--- src/rtl/gpio_bank_pkg.sv ---
package gpio_bank_pkg;
  parameter int unsigned GPIO_BANKS = 4;
  localparam int unsigned BANK_SEL_W = (GPIO_BANKS > 1) ? $clog2(GPIO_BANKS) : 1;

  // register codes; the code is address field [TYPE_LSB +: 4]
  typedef enum logic [3:0] {
    REG_LEVEL  = 4'd0,
    REG_DIR    = 4'd1,
    REG_SET    = 4'd2,
    REG_CLR    = 4'd3,
    REG_RISE   = 4'd4,
    REG_FALL   = 4'd5,
    REG_STAT   = 4'd6,
    REG_ALTLO  = 4'd7,
    REG_ALTHI  = 4'd8
  } regSel_e;

  typedef struct packed {
    logic                  wrDir;
    logic                  wrSet;
    logic                  wrClr;
    logic                  wrRise;
    logic                  wrFall;
    logic                  wrStat;
    logic                  wrAltLo;
    logic                  wrAltHi;
    logic                  rdValid;
    regSel_e               rdSel;
    logic [BANK_SEL_W-1:0] bank;
  } strobe_t;
endpackage

--- src/rtl/gpio_bank_ctrl_decode.sv ---
module gpio_bank_ctrl_decode
  import gpio_bank_pkg::*;
#(
  parameter int unsigned ADDR_W = 10
) (
  input  logic              clk,
  input  logic              rstN,
  input  logic [ADDR_W-1:0] busAddr,
  input  logic              busWrEn,
  input  logic              busRdEn,
  output strobe_t           strobes,
  output logic              levelReadPulse
);
  localparam int unsigned TYPE_LSB = 2 + BANK_SEL_W;

  logic [3:0] typ;
  logic       hit;

  assign typ = busAddr[TYPE_LSB +: 4];
  assign hit = (busAddr[ADDR_W-1:TYPE_LSB+4] == '0) &&
               (busAddr[1:0] == 2'b00) &&
               (typ <= REG_ALTHI);

  always_comb begin
    strobes         = '0;
    strobes.bank    = busAddr[2 +: BANK_SEL_W];
    strobes.rdValid = busRdEn && hit;
    strobes.rdSel   = hit ? regSel_e'(typ) : REG_LEVEL;
    if (busWrEn && hit) begin
      strobes.wrDir   = (typ == REG_DIR);
      strobes.wrSet   = (typ == REG_SET);
      strobes.wrClr   = (typ == REG_CLR);
      strobes.wrRise  = (typ == REG_RISE);
      strobes.wrFall  = (typ == REG_FALL);
      strobes.wrStat  = (typ == REG_STAT);
      strobes.wrAltLo = (typ == REG_ALTLO);
      strobes.wrAltHi = (typ == REG_ALTHI);
    end
  end

  always_ff @(posedge clk or negedge rstN) begin
    if (!rstN) levelReadPulse <= 1'b0;
    else       levelReadPulse <= busRdEn && hit && (typ == REG_LEVEL);
  end
endmodule

--- src/rtl/gpio_bank_ctrl_dp.sv ---
module gpio_bank_ctrl_dp
  import gpio_bank_pkg::*;
#(
  parameter int unsigned     BANK_W         = 32,
  parameter logic [BANK_W-1:0] CLR_READ_VALUE = BANK_W'(32'h0000_7A69)
) (
  input  logic                         clk,
  input  logic                         rstN,
  input  strobe_t                      strobes,
  input  logic [BANK_W-1:0]            wrData,
  input  logic [GPIO_BANKS*BANK_W-1:0] pinIn,
  output logic [BANK_W-1:0]            rdData,
  output logic [GPIO_BANKS*BANK_W-1:0] pinOut,
  output logic [GPIO_BANKS*BANK_W-1:0] pinDir,
  output logic                         irqPin0,
  output logic                         irqPin1,
  output logic                         irqShared
);
  localparam int unsigned NUM_PINS = GPIO_BANKS * BANK_W;

  logic [GPIO_BANKS-1:0][BANK_W-1:0] syncA, syncB, prevB;
  logic [GPIO_BANKS-1:0][BANK_W-1:0] dirW, outW, setW, riseW, fallW, statW, altLoW, altHiW, levelW;
  logic [NUM_PINS-1:0]               statFlat;

  always_ff @(posedge clk or negedge rstN) begin
    if (!rstN) begin
      syncA <= '0;
      syncB <= '0;
      prevB <= '0;
    end else begin
      syncA <= pinIn;
      syncB <= syncA;
      prevB <= syncB;
    end
  end

  for (genvar b = 0; b < GPIO_BANKS; b++) begin : g_bank
    logic [BANK_W-1:0] dirQ, outQ, setQ, riseQ, fallQ, statQ, altLoQ, altHiQ;
    logic [BANK_W-1:0] edgeHit, clrMask;
    logic              sel;

    assign sel     = (strobes.bank == BANK_SEL_W'(b));
    assign edgeHit = (syncB[b] & ~prevB[b] & riseQ) | (~syncB[b] & prevB[b] & fallQ);
    assign clrMask = (strobes.wrStat && sel) ? wrData : '0;

    always_ff @(posedge clk or negedge rstN) begin
      if (!rstN) begin
        dirQ   <= '0;
        outQ   <= '0;
        setQ   <= '0;
        riseQ  <= '0;
        fallQ  <= '0;
        statQ  <= '0;
        altLoQ <= '0;
        altHiQ <= '0;
      end else begin
        if (sel && strobes.wrDir)   dirQ   <= wrData;
        if (sel && strobes.wrRise)  riseQ  <= wrData;
        if (sel && strobes.wrFall)  fallQ  <= wrData;
        if (sel && strobes.wrAltLo) altLoQ <= wrData;
        if (sel && strobes.wrAltHi) altHiQ <= wrData;
        if (sel && strobes.wrSet) begin
          outQ <= outQ | wrData;
          setQ <= wrData;
        end else if (sel && strobes.wrClr) begin
          outQ <= outQ & ~wrData;
        end
        statQ <= (statQ & ~clrMask) | edgeHit;
      end
    end

    assign dirW[b]   = dirQ;
    assign outW[b]   = outQ;
    assign setW[b]   = setQ;
    assign riseW[b]  = riseQ;
    assign fallW[b]  = fallQ;
    assign statW[b]  = statQ;
    assign altLoW[b] = altLoQ;
    assign altHiW[b] = altHiQ;
    assign levelW[b] = (outQ & dirQ) | (syncB[b] & ~dirQ);
  end

  always_comb begin
    rdData = '0;
    if (strobes.rdValid) begin
      unique case (strobes.rdSel)
        REG_LEVEL: rdData = levelW[strobes.bank];
        REG_DIR:   rdData = dirW[strobes.bank];
        REG_SET:   rdData = setW[strobes.bank];
        REG_CLR:   rdData = CLR_READ_VALUE;
        REG_RISE:  rdData = riseW[strobes.bank];
        REG_FALL:  rdData = fallW[strobes.bank];
        REG_STAT:  rdData = statW[strobes.bank];
        REG_ALTLO: rdData = altLoW[strobes.bank];
        REG_ALTHI: rdData = altHiW[strobes.bank];
        default:   rdData = '0;
      endcase
    end
  end

  assign pinOut    = outW;
  assign pinDir    = dirW;
  assign statFlat  = statW;
  assign irqPin0   = statFlat[0];
  assign irqPin1   = statFlat[1];
  assign irqShared = |statFlat[NUM_PINS-1:2];
endmodule

--- src/rtl/gpio_bank_ctrl.sv ---
module gpio_bank_ctrl
  import gpio_bank_pkg::*;
#(
  parameter int unsigned ADDR_W = 10,
  parameter int unsigned BANK_W = 32
) (
  input  logic                         clk,
  input  logic                         rstN,
  input  logic [ADDR_W-1:0]            busAddr,
  input  logic                         busWrEn,
  input  logic                         busRdEn,
  input  logic [BANK_W-1:0]            busWrData,
  output logic [BANK_W-1:0]            busRdData,
  input  logic [GPIO_BANKS*BANK_W-1:0] pinIn,
  output logic [GPIO_BANKS*BANK_W-1:0] pinOut,
  output logic [GPIO_BANKS*BANK_W-1:0] pinDir,
  output logic                         irqPin0,
  output logic                         irqPin1,
  output logic                         irqShared,
  output logic                         levelReadPulse
);
  strobe_t strobes;

  gpio_bank_ctrl_decode #(.ADDR_W(ADDR_W)) u_decode (
    .clk            (clk),
    .rstN           (rstN),
    .busAddr        (busAddr),
    .busWrEn        (busWrEn),
    .busRdEn        (busRdEn),
    .strobes        (strobes),
    .levelReadPulse (levelReadPulse)
  );

  gpio_bank_ctrl_dp #(.BANK_W(BANK_W)) u_dp (
    .clk       (clk),
    .rstN      (rstN),
    .strobes   (strobes),
    .wrData    (busWrData),
    .pinIn     (pinIn),
    .rdData    (busRdData),
    .pinOut    (pinOut),
    .pinDir    (pinDir),
    .irqPin0   (irqPin0),
    .irqPin1   (irqPin1),
    .irqShared (irqShared)
  );
endmodule

--- config.mk ---
export PLATFORM = sky130hd
export DESIGN_NAME = gpio_bank_ctrl
export DESIGN_NICKNAME = d
export VERILOG_FILES = /design/src/rtl/gpio_bank_pkg.sv /design/src/rtl/gpio_bank_ctrl_decode.sv /design/src/rtl/gpio_bank_ctrl_dp.sv /design/src/rtl/gpio_bank_ctrl.sv
export SDC_FILE = /design/constraint.sdc
export NUM_CORES = 2
export LEC_CHECK = 0
export BUFFER_PORTS_ARGS = -buffer_cell sky130_fd_sc_hd__buf_4
export CORE_MARGIN = 4
export CORE_UTILIZATION = 45
export CTS_CLUSTER_DIAMETER = 30
export CTS_CLUSTER_SIZE = 16
export DETAILED_ROUTE_END_ITERATION = 12
export MAX_ROUTING_LAYER = met4
export PLACE_DENSITY = 0.66
export SETUP_SLACK_MARGIN = 0.15
export SLEW_MARGIN = 5
export SYNTH_ARGS = -nofsm -noshare
export SYNTH_HDL_FRONTEND = slang
export SYNTH_SLANG_ARGS = --single-unit
--- constraint.sdc ---
create_clock -name clk -period 2.5 [get_ports clk]
set_clock_uncertainty 0.2 [all_clocks]
set_input_delay 0.375 -clock clk [delete_from_list [all_inputs] [get_ports clk]]
set_output_delay 0.375 -clock clk [all_outputs]
set_load 0.02 [all_outputs]
Word level (Yosys, flattened, before mapping)
Index checks and enable logic that the tools add are counted.
{ "totals": {"register_bits": 1409, "in_bits": 174, "elab_cells": 210} }
{ "op_classes": {"n_lt_le_gt_ge": 2, "n_eq_ne": 19, "n_mux": 32, "bitwise_logic": 65, "n_reduce_logical": 47} }
{ "ops": {"columns": ["op", "n"], "rows": [
  ["32-bit bitwise AND", 32],
  ["32-bit two-way mux", 21],
  ["32-bit NOT", 17],
  ["32-bit binary-select mux with 2-bit select", 8],
  ["32-bit OR", 16],
  ["32-bit case mux with 9 select lines", 1],
  ["126-bit OR reduction", 1],
  ["1-bit logical AND", 37],
  ["4-bit by 3-bit == test with 1-bit output (second input constant)", 8],
  ["4-bit by 2-bit == test with 1-bit output (second input constant)", 4],
  ["4-bit by 1-bit == test with 1-bit output (second input constant)", 2],
  ["4-bit == test (second input constant)", 2],
  ["4-bit zero test", 2],
  ["8-bit two-way mux", 1],
  ["2-bit nonzero test", 4],
  ["2-bit zero test", 3],
  ["2-bit == test (second input constant)", 2],
  ["4-bit <= comparator (second input constant)", 1],
  ["4-bit two-way mux", 1],
  ["2-bit by 3-bit less-than comparator with 1-bit output (second input constant)", 1],
  ["2-bit by 1-bit == test with 1-bit output (second input constant)", 1]
]} }

Logic depth before layout (Yosys ltp)
{ "logic_depth": {"depth_word": 10, "ltp_mapped": 8} }

By module
A second synthesis with hierarchy kept.
{ "unflattened": {"cells_unflattened": 4552, "area_unflattened_um2": 58409.8} }
{ "modules_own_cells": {"columns": ["module", "instances", "cells_per_inst", "area_each_um2"], "rows": [
  ["gpio_bank_ctrl_dp", 1, 4522, 58169.5],
  ["gpio_bank_ctrl_decode", 1, 30, 240.2]
]} }

Worst setup path after synthesis
Ideal clock, no wire load.
{ "synth_path": {"path_type": "in2out", "startpoint": "in busAddr[2]", "endpoint": "out busRdData[25]", "t_arrival_ps": 2316, "required_time_ps": 1925, "path_slack_ps": -391, "path_stages": 6, "n_path_buf": 3, "path_cell_list": "buf_2 buf_2 buf_2 mux4_2 or2_2 a41oi_1"} }
{ "synth_via": {"elab_chain_len": 4, "word_cells_on_any_way": 18} }
{ "synth_rtl": {"columns": ["item", "line", "source"], "rows": [
  ["from (decl)", "gpio_bank_ctrl.sv:9", "input logic [ADDR_W-1:0] busAddr,"],
  ["32-bit binary-select mux with 2-bit select, or another cell as far along", "gpio_bank_ctrl_dp.sv:95", "REG_ALTHI: rdData = altHiW[strobes.bank];"],
  ["32-bit two-way mux (not written as such), or another cell as far along", "gpio_bank_ctrl_dp.sv:95", null],
  ["32-bit case mux with 9 select lines (*)", "gpio_bank_ctrl_dp.sv:86", "unique case (strobes.rdSel)"],
  ["32-bit two-way mux (*)", "gpio_bank_ctrl_dp.sv:85", "if (strobes.rdValid) begin"],
  ["to (decl)", "gpio_bank_ctrl.sv:13", "output logic [BANK_W-1:0] busRdData,"]
]} }
Mark *: on every way between the ends. The rest lies on a longest branch, timed or not. The select of a mux whose other input is x is not followed.

Worst setup path in the final report
{ "layout_path": {"startpoint": "reg u_dp.g_bank[2].statQ[11]", "endpoint": "out irqShared"} }
{ "layout_via": {"elab_chain_len": 1} }
{ "layout_rtl": {"columns": ["item", "line", "source"], "rows": [
  ["from (decl)", "gpio_bank_ctrl_dp.sv:38", "logic [BANK_W-1:0] dirQ, outQ, setQ, riseQ, fallQ, statQ, altLoQ, altHiQ;"],
  ["from (signal assigned)", "gpio_bank_ctrl_dp.sv:68", "statQ <= (statQ & ~clrMask) | edgeHit;"],
  ["126-bit OR reduction", "gpio_bank_ctrl_dp.sv:106", "assign irqShared = |statFlat[NUM_PINS-1:2];"],
  ["to (decl)", "gpio_bank_ctrl.sv:19", "output logic irqShared,"]
]} }
No other way between the ends.

==> results.json <==
{
  "outcome": "finished, violations left",
  "failed_checks": "negative setup slack",
  "grt_pass1_wl_um": 310900,
  "yosysTopAreaCell": "dfrtp_1",
  "rsz0062_at_grt": "true",
  "synth_top_family_by_area": "multiplexers",
  "rows": 133,
  "drc": 0,
  "dpl_worst_slack_ns": -0.6821,
  "seq_area_frac_synth": 0.5914,
  "h-tree-depth": 5,
  "r2r-end": "u_dp.g_bank[3].dirQ[13]",
  "layout-drive-gt1-share": 0.4623,
  "synth_cells": 4116,
  "required_ns": 1.92,
  "area_delta_synth_final_pct": 41.40,
  "power.switching_mw": 15.66,
  "startpoint_type": "register",
  "min_from": "pinIn[0]",
  "ys_ff_latch": 1409,
  "antenna_left": 0,
  "antenna_found_initial": 11,
  "yosys_most_used_dff": "dfrtp_1",
  "p_int_mw": 54.58,
  "cts-root-buf": "clkbuf_16",
  "cts_sinks": 1409,
  "reg2regPathDepth": 3,
  "min_path_type": "in -> reg",
  "synth.distinct_cells": 49,
  "dieArea_um2": 138400,
  "place_area_um2": 68950,
  "clk_pin_slew_ns": 0.05,
  "synth_fa_ha_area_frac": 0,
  "finalPower_mw": 70.25,
  "grt_max_degree": 97,
  "synth_area_um2": 59620,
  "fmax_mhz": 295.8,
  "synth_edf_count": 0,
  "grt-ovfl-total": 0,
  "cts_tree": "built",
  "combPwrFrac": 0.048,
  "synthXorXnorAreaFrac": 0,
  "syn_avg_cell_area_um2": 14.48,
  "via_count": 44470,
  "placed_cells": 6412,
  "cpMostUsedCell": "buf_4",
  "path_cells": "nor4_4 > buf_4 > nand4_1 > nor4_2 > buf_4 > nand2_2 > buf_4",
  "avgRoutedWirePerCell_um": 28.52,
  "grt_use_total": 0.3130,
  "synth.top_cell.area_share": 0.5914,
  "cts_made_buffers": 325,
  "grt_pass1_vias": 46870,
  "cp.arrival_ns": 2.81,
  "hold_violations": 0,
  "leakage_nw": 37.81,
  "worstHoldEndpoint": "u_dp.syncA[0]",
  "multi_input_area_um2": 23560,
  "nets": 5562,
  "drv_cap": 0,
  "yosys_warnings": 0,
  "path_delay_family": "simple AND/OR/NAND/NOR gates",
  "cp_num_buf_inv": 3,
  "clockBufferDepth": 4,
  "period_minus_slack_ns": 3.380,
  "drtIter0Drc": 4546,
  "instances_no_fill": 7382,
  "fill_cells": 9357,
  "r2r_setup_slack_ns": 1.23,
  "setup_viol": 33,
  "port-buffer-count": 465,
  "routed_wl_um": 210500,
  "synthSimpleGateAreaFrac": 0.05712,
  "crit_type": "reg -> out",
  "design_area_um2": 84300,
  "tightest_slew_ns": 0.7766,
  "cp-end-kind": "output pin",
  "synth_area_leaders": "dfrtp_1 (59%), mux2_2 (13%), mux4_2 (9.5%)",
  "power_density_nw_per_um2": 833.3,
  "core_area_um2": 131500,
  "ioPinCount": 466,
  "clockPowerShare": 0.612,
  "gp_congestion": 0.8902,
  "die_height_um": 372.0,
  "final_util": 0.6413,
  "slowest_stage": "dfrtp_1",
  "fin_crit_sh": 1.352,
  "die_w_um": 372.0,
  "cp_slowest_stage_delay_ns": 0.43,
  "r2r-start": "u_dp.g_bank[3].dirQ[13]",
  "clock_latency_ns": 0.89,
  "crit_fanout": 3,
  "dpl.hpwl_um": 133800,
  "start_util": 0.4535,
  "setup_ws_ns": -0.8804,
  "pwr-share-seq": 0.341,
  "hold_path_depth": 2,
  "vias_per_cell": 6.024,
  "maxSlewViolCount": 0,
  "swShare": 0.2230,
  "seqCellArea_um2": 35280,
  "muxShareOfSynthArea": 0.2538,
  "relSlewSlack": 0.4823,
  "async_flop_share": 1.000,
  "ir_drop_mv": 0.6238,
  "dr.pass1.iters": 5,
  "syn-num-nets": 4290,
  "synth-compound-area-share": 0.07098
}
logic make-up (layout without fill, tap and decap cells):
group | after synthesis | after routing
flops | 1409 | 1409
mux | 1110 | 1110
simple gates | 639 | 639
compound gates | 592 | 592
buf+inv | 366 | 1870
other cells | 0 | 7
cells in the mapped netlist (10+ instances only):
| cell | number |
|---|---|
| mux2_2 | 694 |
| inv_1 | 40 |
| nor4_1 | 33 |
| a22o_1 | 142 |
| and2_1 | 12 |
| buf_1 | 14 |
| nor2_1 | 43 |
| clkbuf_1 | 180 |
| buf_2 | 114 |
| o41a_1 | 10 |
| a22oi_1 | 54 |
| a41oi_1 | 12 |
| nand2_1 | 220 |
| nand4_1 | 25 |
| mux2_1 | 10 |
| mux4_2 | 251 |
| buf_4 | 16 |
| mux2i_1 | 155 |
| o22ai_1 | 19 |
| o211ai_1 | 124 |
| nand3_1 | 135 |
| nand3b_1 | 125 |
| o221ai_1 | 12 |
| o21ai_0 | 192 |
| dfrtp_1 | 1409 |
through the flow:
stage / TNS (ns) / hold WS [ns]
6_report: -21.97 / 0.05432
5_1_grt: -24.23 / 0.03692
2_1_floorplan: -1.496 / -0.1206
3_5_place_dp: -239.82 / 0.1347
4_1_cts: -23.59 / 0.003370
3_3_place_gp: -231.00 / 0.1310
layout by cell type, fill, tap and decap left out, types with 132 or more instances in the layout:
master,instances
mux2i_1,152
mux4_2,251
nand3_1,132
o21ai_0,192
buf_4,821
clkbuf_16,330
a22o_1,142
dlygate4sd3_1,289
mux2_2,694
dfrtp_1,1390
nand2_1,217
how the worst max path moves through the flow:
stage | start | cells past startpoint | slack (ns) | endpoint
3_5_place_dp | busAddr[1] | 7 | -0.68 | busRdData[21]
3_3_place_gp | busAddr[1] | 7 | -0.69 | busRdData[26]
5_1_grt | u_dp.g_bank[1].statQ[10] | 7 | -0.91 | irqShared
4_1_cts | u_dp.g_bank[0].fallQ[4] | 6 | -0.92 | busRdData[4]
6_report | u_dp.g_bank[2].statQ[11] | 7 | -0.88 | irqShared
2_1_floorplan | busAddr[5] | 6 | -0.16 | busRdData[24]
final cells by class:
| class | instances | area share |
|---|---|---|
| multi-input cells | 2341 | 0.2794 |
| well taps | 1755 | 0.02605 |
| clock buffers | 389 | 0.1043 |
| repair buffers | 1271 | 0.1426 |
| inverters | 40 | 0.001781 |
| clock inverters | 170 | 0.02716 |
| diodes | 7 | 0.0002078 |
| flip-flops and latches | 1409 | 0.4185 |
state kept, by name, indices dropped and copies added (netlist names), named ones only:
signal and cells:
u_dp.g_bank.setQ 128, u_dp.g_bank.statQ 128, u_decode.levelReadPulse 1, u_dp.prevB 128, u_dp.g_bank.riseQ 128, u_dp.syncB 128, u_dp.g_bank.dirQ 128, u_dp.g_bank.altHiQ 128
u_dp.g_bank.fallQ 128, u_dp.g_bank.altLoQ 128, u_dp.syncA 128
power by group through the flow:
stage               Clock [mW]  Combinational [mW]  Sequential (mW)
finish                    43.0                3.36             23.9
global route              44.6                3.61             23.9
CTS                       43.3                3.33             23.9
detailed placement           0                2.87             24.2
global placement             0                2.84             24.2
floorplan                    0                1.24             24.1
routing by layer:
metal | up-vias | wire length, µm | track usage
li1 | 18100 | - | -
met1 | 23560 | 84200 | 0.4046
met2 | 2237 | 99610 | 0.4788
met3 | 567 | 17810 | 0.07372
met4 | 0 | 8870 | 0.1294
met5 | - | 0 | -
repair_timing:
item | 4_1_cts | 5_1_grt
setup endpoints to repair | 33 | 33
pin swaps | 66 | 29
hold endpoints to repair | 2560 | 0
hold buffers | 290 | 0
gates resized for setup | 88 | 31
buffers inserted | 99 | 15
Power figures use the tool's default switching activity.
